$ cat src/rtl/qddc_pkg.sv
package qddc_pkg;
    typedef enum logic {
        PAIR_EMPTY = 1'b0,
        PAIR_HELD  = 1'b1
    } pair_state_e;
endpackage

$ cat src/rtl/qddc_nco.sv
module qddc_nco #(
    parameter int PHASE_W = 40,
    parameter int ADDR_W  = 8
) (
    input  logic               clk,
    input  logic               rst,
    input  logic [PHASE_W-1:0] step,
    output logic [ADDR_W-1:0]  table_addr
);
    logic [PHASE_W-1:0] phase_acc;

    always_ff @(posedge clk) begin
        if (rst) phase_acc <= '0;
        else     phase_acc <= phase_acc + step;
    end

    assign table_addr = phase_acc[PHASE_W-1 -: ADDR_W];
endmodule

$ cat src/rtl/qddc_cos_rom.sv
module qddc_cos_rom #(
    parameter int ADDR_W = 8,
    parameter int DATA_W = 6
) (
    input  logic [ADDR_W-1:0]        cos_addr,
    output logic signed [DATA_W-1:0] cos_s,
    output logic signed [DATA_W-1:0] sin_s
);
    localparam int DEPTH   = 2 ** ADDR_W;
    localparam int QUARTER = DEPTH / 4;
    localparam int MID     = 2 ** (DATA_W - 1);
    localparam int AMP     = MID - 1;

    function automatic logic [DATA_W-1:0] entry_of(input int idx);
        real ang;
        real val;
        ang = 2.0 * 3.14159265358979 * (real'(idx) + 0.5) / real'(DEPTH);
        val = real'(AMP) * $cos(ang);
        return DATA_W'($rtoi($floor(val + 0.5)) + MID);
    endfunction

    logic [DATA_W-1:0] rom [DEPTH];

    for (genvar g = 0; g < DEPTH; g++) begin : g_rom
        localparam logic [DATA_W-1:0] ENTRY = entry_of(g);
        assign rom[g] = ENTRY;
    end

    logic [ADDR_W-1:0] sin_addr;
    logic [DATA_W-1:0] cos_u;
    logic [DATA_W-1:0] sin_u;

    assign sin_addr = cos_addr - ADDR_W'(QUARTER);
    assign cos_u    = rom[cos_addr];
    assign sin_u    = rom[sin_addr];

    // offset binary to two's complement: flip the top bit
    assign cos_s = {~cos_u[DATA_W-1], cos_u[DATA_W-2:0]};
    assign sin_s = {~sin_u[DATA_W-1], sin_u[DATA_W-2:0]};
endmodule

$ cat src/rtl/qddc_mixer.sv
module qddc_mixer #(
    parameter int IN_W   = 5,
    parameter int COEF_W = 6,
    parameter int MIX_W  = IN_W + COEF_W + 1
) (
    input  logic                     clk,
    input  logic                     rst,
    input  logic                     in_valid,
    input  logic signed [IN_W-1:0]   in_i,
    input  logic signed [IN_W-1:0]   in_q,
    input  logic signed [COEF_W-1:0] cos_s,
    input  logic signed [COEF_W-1:0] sin_s,
    output logic                     mix_valid,
    output logic signed [MIX_W-1:0]  mix_i,
    output logic signed [MIX_W-1:0]  mix_q
);
    localparam int PROD_W = IN_W + COEF_W;

    logic signed [PROD_W-1:0] p_ic, p_qs, p_is, p_qc;
    logic signed [MIX_W-1:0]  nxt_i, nxt_q;

    assign p_ic  = in_i * cos_s;
    assign p_qs  = in_q * sin_s;
    assign p_is  = in_i * sin_s;
    assign p_qc  = in_q * cos_s;
    assign nxt_i = {p_ic[PROD_W-1], p_ic} - {p_qs[PROD_W-1], p_qs};
    assign nxt_q = {p_is[PROD_W-1], p_is} + {p_qc[PROD_W-1], p_qc};

    always_ff @(posedge clk) begin
        if (rst) begin
            mix_valid <= 1'b0;
            mix_i     <= '0;
            mix_q     <= '0;
        end else begin
            mix_valid <= in_valid;
            if (in_valid) begin
                mix_i <= nxt_i;
                mix_q <= nxt_q;
            end
        end
    end
endmodule

$ cat src/rtl/qddc_pair_filter.sv
module qddc_pair_filter
    import qddc_pkg::*;
#(
    parameter int MIX_W  = 12,
    parameter int FILT_W = MIX_W + 1
) (
    input  logic                     clk,
    input  logic                     rst,
    input  logic                     mix_valid,
    input  logic signed [MIX_W-1:0]  mix_i,
    input  logic signed [MIX_W-1:0]  mix_q,
    output logic                     filt_valid,
    output logic signed [FILT_W-1:0] filt_i,
    output logic signed [FILT_W-1:0] filt_q
);
    pair_state_e state, state_nxt;
    logic signed [MIX_W-1:0] held_i, held_q;

    always_comb begin
        state_nxt = state;
        unique case (state)
            PAIR_EMPTY: if (mix_valid) state_nxt = PAIR_HELD;
            PAIR_HELD:  if (mix_valid) state_nxt = PAIR_EMPTY;
        endcase
    end

    always_ff @(posedge clk) begin
        if (rst) state <= PAIR_EMPTY;
        else     state <= state_nxt;
    end

    always_ff @(posedge clk) begin
        if (rst) begin
            held_i     <= '0;
            held_q     <= '0;
            filt_valid <= 1'b0;
            filt_i     <= '0;
            filt_q     <= '0;
        end else begin
            filt_valid <= 1'b0;
            if (mix_valid) begin
                unique case (state)
                    PAIR_EMPTY: begin
                        held_i <= mix_i;
                        held_q <= mix_q;
                    end
                    PAIR_HELD: begin
                        filt_i     <= {held_i[MIX_W-1], held_i} + {mix_i[MIX_W-1], mix_i};
                        filt_q     <= {held_q[MIX_W-1], held_q} + {mix_q[MIX_W-1], mix_q};
                        filt_valid <= 1'b1;
                    end
                endcase
            end
        end
    end
endmodule

$ cat src/rtl/qddc_window.sv
module qddc_window #(
    parameter int FILT_W  = 13,
    parameter int SLICE_W = 8,
    parameter int SEL_W   = 3,
    parameter int OUT_W   = 18
) (
    input  logic                     clk,
    input  logic                     rst,
    input  logic [SEL_W-1:0]         sel,
    input  logic                     filt_valid,
    input  logic signed [FILT_W-1:0] filt_i,
    input  logic signed [FILT_W-1:0] filt_q,
    output logic                     out_valid,
    output logic [OUT_W-1:0]         out_i,
    output logic [OUT_W-1:0]         out_q
);
    localparam int MAX_SHIFT = FILT_W - SLICE_W;
    localparam int EXT_W     = OUT_W - SLICE_W;

    logic [SEL_W-1:0]   shift;
    logic [SLICE_W-1:0] slice_i, slice_q;

    always_comb begin
        shift   = (sel > SEL_W'(MAX_SHIFT)) ? SEL_W'(MAX_SHIFT) : sel;
        slice_i = filt_i[shift +: SLICE_W];
        slice_q = filt_q[shift +: SLICE_W];
    end

    always_ff @(posedge clk) begin
        if (rst) begin
            out_valid <= 1'b0;
            out_i     <= '0;
            out_q     <= '0;
        end else begin
            out_valid <= filt_valid;
            if (filt_valid) begin
                out_i <= {{EXT_W{slice_i[SLICE_W-1]}}, slice_i};
                out_q <= {{EXT_W{slice_q[SLICE_W-1]}}, slice_q};
            end
        end
    end
endmodule

$ cat src/rtl/qddc_top.sv
module qddc_top #(
    parameter int PHASE_W = 40,
    parameter int ADDR_W  = 8,
    parameter int COEF_W  = 6,
    parameter int IN_W    = 5,
    parameter int SEL_W   = 3,
    parameter int SLICE_W = 8,
    parameter int OUT_W   = 18
) (
    input  logic                   clk,
    input  logic                   rst,
    input  logic                   wr_en,
    input  logic                   wr_addr,
    input  logic [PHASE_W-1:0]     wr_data,
    input  logic                   in_valid,
    input  logic signed [IN_W-1:0] in_i,
    input  logic signed [IN_W-1:0] in_q,
    output logic                   out_valid,
    output logic [OUT_W-1:0]       out_i,
    output logic [OUT_W-1:0]       out_q
);
    localparam int MIX_W  = IN_W + COEF_W + 1;
    localparam int FILT_W = MIX_W + 1;

    logic [PHASE_W-1:0] freq_word;
    logic [SEL_W-1:0]   win_sel;

    always_ff @(posedge clk) begin
        if (rst) begin
            freq_word <= '0;
            win_sel   <= '0;
        end else if (wr_en) begin
            if (wr_addr == 1'b0) freq_word <= wr_data;
            else                 win_sel   <= wr_data[SEL_W-1:0];
        end
    end

    logic [ADDR_W-1:0]        table_addr;
    logic signed [COEF_W-1:0] cos_s, sin_s;
    logic                     mix_valid, filt_valid;
    logic signed [MIX_W-1:0]  mix_i, mix_q;
    logic signed [FILT_W-1:0] filt_i, filt_q;

    qddc_nco #(.PHASE_W(PHASE_W), .ADDR_W(ADDR_W)) u_nco (
        .clk(clk), .rst(rst), .step(freq_word), .table_addr(table_addr)
    );

    qddc_cos_rom #(.ADDR_W(ADDR_W), .DATA_W(COEF_W)) u_rom (
        .cos_addr(table_addr), .cos_s(cos_s), .sin_s(sin_s)
    );

    qddc_mixer #(.IN_W(IN_W), .COEF_W(COEF_W), .MIX_W(MIX_W)) u_mix (
        .clk(clk), .rst(rst), .in_valid(in_valid), .in_i(in_i), .in_q(in_q),
        .cos_s(cos_s), .sin_s(sin_s),
        .mix_valid(mix_valid), .mix_i(mix_i), .mix_q(mix_q)
    );

    qddc_pair_filter #(.MIX_W(MIX_W), .FILT_W(FILT_W)) u_filt (
        .clk(clk), .rst(rst), .mix_valid(mix_valid), .mix_i(mix_i), .mix_q(mix_q),
        .filt_valid(filt_valid), .filt_i(filt_i), .filt_q(filt_q)
    );

    qddc_window #(.FILT_W(FILT_W), .SLICE_W(SLICE_W), .SEL_W(SEL_W), .OUT_W(OUT_W)) u_win (
        .clk(clk), .rst(rst), .sel(win_sel), .filt_valid(filt_valid),
        .filt_i(filt_i), .filt_q(filt_q),
        .out_valid(out_valid), .out_i(out_i), .out_q(out_q)
    );
endmodule

$ cat config.mk
export PLATFORM = sky130hd
export DESIGN_NAME = qddc_top
export DESIGN_NICKNAME = d
export VERILOG_FILES = /design/src/rtl/qddc_pkg.sv /design/src/rtl/qddc_nco.sv /design/src/rtl/qddc_cos_rom.sv /design/src/rtl/qddc_mixer.sv /design/src/rtl/qddc_pair_filter.sv /design/src/rtl/qddc_window.sv /design/src/rtl/qddc_top.sv
export SDC_FILE = /design/constraint.sdc
export NUM_CORES = 1
export LEC_CHECK = 0
export BUFFER_PORTS_ARGS = -buffer_cell sky130_fd_sc_hd__buf_2
export CAP_MARGIN = 30
export CORE_UTILIZATION = 62
export DETAILED_ROUTE_END_ITERATION = 8
export PLACE_DENSITY = 0.88
export SYNTH_ARGS = -nofsm -noshare
export SYNTH_HDL_FRONTEND = slang
export SYNTH_SLANG_ARGS = --single-unit
$ cat constraint.sdc
create_clock -name clk -period 8.65 [get_ports clk]
set_clock_uncertainty 0.1 [all_clocks]
set_input_delay 0.4325 -clock clk [delete_from_list [all_inputs] [get_ports clk]]
set_output_delay 0.4325 -clock clk [all_outputs]
set_load 0.02 [all_outputs]
==> flow_summary_export.csv, run 1 <==
group,metric,value,unit
finish,multi_input_area,10710,sq um
worst_setup_path,critPathMaxStageDelay,0.62,ns
worst_setup_path,cp-end-kind,"flop",
logic_synthesis,syn-mean-instance-area,8.379,sq um
global_routing,grt_overflow,0,
clock_network,numClockSinks,177,
timing,drv_slew,0,
detailed_routing,num_vias,12610,
logic_synthesis,synth_ff_type,"dfxtp_1",
logic_synthesis,netlist_area,15520,sq um
place,portBuffers,91,
clock_network,hold_buffers,0,
place,hpwlAfterDp,24.17,mm
clock_network,cts_buffers,17,
timing,period_minus_slack,7.675,ns
worst_setup_path,crit_family,"adder cells",
logic_synthesis,netlist_instances,1852,
logic_synthesis,ys_top_cells_by_area,"dfxtp_1 23%, fa_1 15%, ha_1 11%",
timing,final_hold_viol_count,0,
detailed_routing,drtAntennaViolNets,0,
logic_synthesis,synth-edff-count,0,
clock_network,htree_levels,4,
clock_network,cts_setup_buffers,0,
finish,n_antenna_cell,0,
clock_network,post_cts_resize_count,0,
logic_synthesis,synth_top_area_frac,0.2284,
job,maxCapViolCount,0,
clock_network,cts_tree,"yes",
timing,setup_tns,0,ns
detailed_routing,drt_pass1_iterations,7,
logic_synthesis,yosysSeqAreaShare,0.2284,
die,coreArea,24460,sq um
worst_setup_path,crit_buf_inv,4,
detailed_routing,wl,33.20,mm
global_routing,grt_pass1_wl,57.00,mm
worst_setup_path,r2r_slack,0.98,ns
detailed_routing,post-route-drc-count,0,
detailed_routing,drtIter0Drc,851,
timing,period_share,0.8872,
logic_synthesis,ys_ff_latch,177,
die,dieHeight,160.2,um
finish,drive_above_1_share,0.08666,
worst_setup_path,cp_max_fo,11,
worst_setup_path,start_kind,"flop",
logic_synthesis,synth_nets,2162,
global_routing,grt_max_degree,108,
timing,tightest_slew,0.9874,ns
finish,syn2layout_area_growth,6.902,%
finish,nFillCells,1862,
die,die_w,160.2,um
die,row_count,57,
finish,nets,2178,
worst_setup_path,path_class,"flop to flop",
worst_setup_path,cp.required,8.84,ns
logic_synthesis,ys_types,69,
global_routing,grt_use_total,0.2650,
detailed_routing,post_drt_wl_per_cell,15.06,um
timing,slew_headroom,0.3229,
die,start_util,0.6343,
logic_synthesis,synth_warnings,0,
global_routing,grt_pass1_vias,12610,
clock_network,cts_root_buffer,"clkbuf_16",
logic_synthesis,yosysMostFrequentCell,"inv_1",
detailed_routing,avgViaCountPerCell,5.718,
worst_setup_path,cp_common_cell,"fa_1",
timing,grt_setup_unrepaired,"false",
logic_synthesis,synth.largest_area_cell,"dfxtp_1",
worst_hold_path,min-delay-path-class,"primary input to flop",
finish,regArea,3543,sq um
logic_synthesis,async_flop_share,0,
place,gp_congestion,0.9135,
outcome,status,"completed",
clock_network,cts_buffer_depth,2,
worst_setup_path,slowest_stage,"a21oi_1",
worst_setup_path,worstPathArrival,7.87,ns
logic_synthesis,synthTopCellsByCount,"209 x inv_1, 194 x nor2_1, 179 x nand2_1, 177 x dfxtp_1, 135 x ha_1",
global_routing,antenna_found_initial,0,
timing,fmax,130.3,MHz
clock_network,clock_latency,0.44,ns
timing,finalSetupViolCount,0,
die,io_pins,92,
clock_network,clk_pin_slew_worst_paths,0.07,ns
die,dieArea,25660,sq um
## path summary, 6_finish.rpt
path / to / start / cells after the start
hold reg to reg: freq_word[28] / freq_word[28] / 2
setup / recovery: u_mix.mix_i[11] / u_nco.phase_acc[33] / 27
hold / removal: freq_word[36] / wr_data[36] / 3
setup reg to reg: u_mix.mix_i[11] / u_nco.phase_acc[33] / 27
## stage by stage
step                      hold WS [ns]  utilization  cells  cell area (sq um)  setup slack, ns
after floorplan                 0.3406            -   1852              15520            1.759
after global placement          0.3497       0.6532   2171              15980            1.367
after detailed placement        0.3564       0.6536   2172              15990            1.109
after CTS                       0.1132       0.6770   2204              16560            1.045
after global routing            0.1167       0.6781   2205              16590           0.4989
final                           0.1224       0.6781   2205              16590           0.9754
## layout by cell type (no fill, tap or decap), types with 53 or more instances in the layout
cell type / n
a21oi_1: 129
buf_2: 90
dfxtp_1: 177
fa_1: 120
ha_1: 135
inv_1: 209
mux2i_1: 91
nand2_1: 179
nor2_1: 194
o21ai_0: 53
xnor2_1: 55
## worst reg2reg max path: stages (launching register included)
cell and delay (ns):
dfxtp_1 0.56, inv_1 0.19, ha_1 0.48, nand2b_1 0.13
a21oi_1 0.16, nor3b_1 0.07, a311oi_1 0.28, a21oi_1 0.09
mux2_2 0.28, a21oi_1 0.62, nand2b_1 0.22, fa_1 0.41
inv_1 0.09, fa_1 0.45, fa_1 0.49, inv_1 0.05
fa_1 0.50, fa_1 0.54, inv_1 0.04, ha_1 0.32
a21oi_1 0.21, o21bai_1 0.11, a2111oi_0 0.40, nor3_1 0.15
a31oi_1 0.22, xnor2_1 0.11, mux2i_1 0.18, nor2_1 0.06
## cell families (layout without fill, tap and decap cells)
kind of cell,after synthesis,count (layout),share of synthesized area
adders and majority gates,255,255,0.2637
and+or+nand+nor,572,572,0.1692
AOI/OAI and AO/OA,357,357,0.1460
xor gates and xnor gates,72,72,0.04064
buffers and inverters,315,344,0.08176
muxes,104,104,0.07031
DFF,177,177,0.2284
## flip-flops by register name (all words and copies together), names as in the netlist
register	count
u_filt.filt_valid	1
u_mix.mix_q	12
u_mix.mix_valid	1
u_filt.held_q	12
u_mix.mix_i	12
freq_word	40
u_win.out_i	8
u_win.out_q	8
u_filt.state	1
u_filt.filt_q	13
u_nco.phase_acc	40
win_sel	3
u_filt.filt_i	13
u_win.out_valid	1
u_filt.held_i	12
## area by class of cell
type	count	share of cell area
inverters	210	0.04752
multi-input cells	1360	0.6457
clock inverters	15	0.008825
repair buffers	102	0.03424
flip-flops and latches	177	0.2136
clock buffers	17	0.02564
well taps	324	0.02444
## per-layer routing
layer,vias up,track usage,share of wire
li1,6179,-,-
met1,5978,0.3318,0.44
met2,392,0.4719,0.50
met3,59,0.04052,0.046
met4,0,0.07229,0.018
met5,-,0,0
Power of run 1 is left out: the tool's default activity adds up to more than one toggle a clock period on the data nets, which glitch-free logic cannot reach.
==> inputs of run 2 (changes only) <==
CORE_MARGIN = 10   (was unset)
clock period = 8.3 ns   (was 8.65 ns; I/O delays follow)
==> run 2 against run 1 <==
Compared with the run above: critical path depth shrank 2; first-iteration DRC count grew 22%; register-to-register slack lost 0.23 ns; die area grew 24%; hold slack lost 0.014 ns; count of clock-buffer cells in the layout grew 3; utilization is essentially flat; sequential share of layout area is essentially flat.
==> flow_summary_export.csv, run 2 (synthesis gave the netlist of run 1 again) <==
group,metric,value,unit
outcome,status,"completed",
worst_setup_path,slowest_stage,"fa_1",
timing,period_minus_slack,7.557,ns
finish,n_antenna_cell,0,
detailed_routing,drtAntennaViolNets,0,
finish,syn2layout_area_growth,6.870,%
die,start_util,0.6343,
timing,fmax,132.3,MHz
detailed_routing,drt_pass1_iterations,6,
timing,hold_ws,0.1087,ns
detailed_routing,drtIter0Drc,1041,
clock_network,clock_latency,0.44,ns
detailed_routing,num_vias,12730,
global_routing,grtUsageMet3,0.03869,
job,maxCapViolCount,0,
place,hpwlAfterDp,25.97,mm
finish,final_common_cell,"inv_1",
clock_network,clk_pin_slew_worst_paths,0.07,ns
worst_setup_path,cp-end-kind,"flop",
timing,drv_slew,0,
global_routing,use_met2,0.3852,
timing,tightest_slew,0.9940,ns
worst_setup_path,crit_family,"adder cells",
clock_network,hold_buffers,0,
detailed_routing,avgViaCountPerCell,5.767,
place,gp_congestion,0.9148,
global_routing,grt_overflow,0,
worst_setup_path,cp.required,8.48,ns
clock_network,cts_setup_buffers,0,
timing,setup_tns,0,ns
global_routing,grt_pass1_wl,59.08,mm
worst_setup_path,worstPathArrival,7.74,ns
die,die_w,178.2,um
finish,drive_above_1_share,0.08763,
die,dieHeight,178.2,um
clock_network,cts_buffers,17,
global_routing,grt_busiest_layer,"met2",
worst_setup_path,path_class,"flop to flop",
die,io_pins,92,
timing,grt_setup_unrepaired,"false",
worst_setup_path,start_kind,"flop",
timing,finalSetupViolCount,0,
finish,top_regs,"freq_word: 40 flops, u_nco.phase_acc: 40 flops",
finish,nFillCells,1876,
timing,final_hold_viol_count,0,
clock_network,cts_buffer_depth,2,
timing,slew_headroom,0.3364,
worst_setup_path,cp_common_cell,"fa_1",
worst_hold_path,min-delay-path-class,"primary input to flop",
place,portBuffers,91,
global_routing,grt_pass1_vias,12860,
detailed_routing,post_drt_wl_per_cell,15.80,um
clock_network,cts_root_buffer,"clkbuf_16",
detailed_routing,wl,34.88,mm
worst_setup_path,critPathMaxStageDelay,0.54,ns
clock_network,cts_tree,"yes",
global_routing,grtUsageMet1,0.2685,
finish,nets,2181,
clock_network,htree_levels,4,
global_routing,grt_use_total,0.2208,
worst_setup_path,crit_buf_inv,4,
worst_setup_path,cp_max_fo,11,
die,coreArea,24460,sq um
clock_network,numClockSinks,177,
global_routing,grt_max_degree,116,
global_routing,antenna_found_initial,0,
finish,layout_common_cells,"209 x inv_1, 194 x nor2_1, 179 x nand2_1",
die,row_count,57,
die,dieArea,31760,sq um
detailed_routing,post-route-drc-count,0,
timing,period_share,0.9104,
worst_setup_path,r2r_slack,0.74,ns
## run 2: cell types whose count changed in the layout (fill, tap and decap cells not counted), sizes merged
cell,change
buf,+3
clkinv,+5
inv,-7
clkinvlp,-1
bufinv,-1
clkbuf,+3
## run 2: final timing paths
check                            from              end  cells after the start
setup / recovery  u_nco.phase_acc[33]  u_mix.mix_i[11]                     25
setup reg to reg  u_nco.phase_acc[33]  u_mix.mix_i[11]                     25
hold / removal            wr_data[11]    freq_word[11]                      3
hold reg to reg         freq_word[16]    freq_word[16]                      2
## run 2: worst reg2reg max path: stages, from the launching register on
cell,delay [ns]
dfxtp_1,0.53
inv_1,0.19
ha_1,0.31
nand2b_1,0.31
o21ai_1,0.29
a211oi_1,0.12
o31ai_1,0.41
o21ai_1,0.30
or2_2,0.40
fa_1,0.49
inv_1,0.06
fa_1,0.46
fa_1,0.49
inv_1,0.06
fa_1,0.51
fa_1,0.54
inv_1,0.04
ha_1,0.33
a21oi_1,0.24
o21bai_1,0.12
a2111oi_0,0.42
nor3_1,0.15
a31oi_1,0.21
xnor2_1,0.09
mux2i_1,0.17
nor2_1,0.07
## run 2: what timing repair did
| action | CTS | global route |
|---|---|---|
| setup endpoints to repair | 0 | 1 |
| endpoints found under the hold margin | 0 | 0 |
| gates resized for setup | 0 | 1 |
## run 2: area by class of cell
type	count	area, sq um	area share
clock buffer	20	466.7	0.02814
clock inverter	11	81.33	0.004904
inverter	210	788.3	0.04753
multi-input combinational	1360	10710	0.6459
sequential	177	3543	0.2137
tap	324	405.4	0.02445
timing repair buffer	105	586.8	0.03539
## run 2: stage by stage
step | area (sq um) | cells | setup WS (ns) | utilization
6_report | 16580 | 2207 | 0.7434 | 0.6779
2_1_floorplan | 15520 | 1852 | 1.409 | -
3_3_place_gp | 16010 | 2175 | 1.105 | 0.6544
3_5_place_dp | 16010 | 2175 | 0.7264 | 0.6544
4_1_cts | 16560 | 2206 | 0.6778 | 0.6768
5_1_grt | 16580 | 2207 | 0.04700 | 0.6779
## run 2: routing by layer
metal / wire length (um) / share of wire
met1: 14780 / 0.42
met2: 17260 / 0.49
met3: 1999 / 0.057
met4: 837 / 0.024
met5: 0 / 0
Power of run 2 is left out for the same reason.
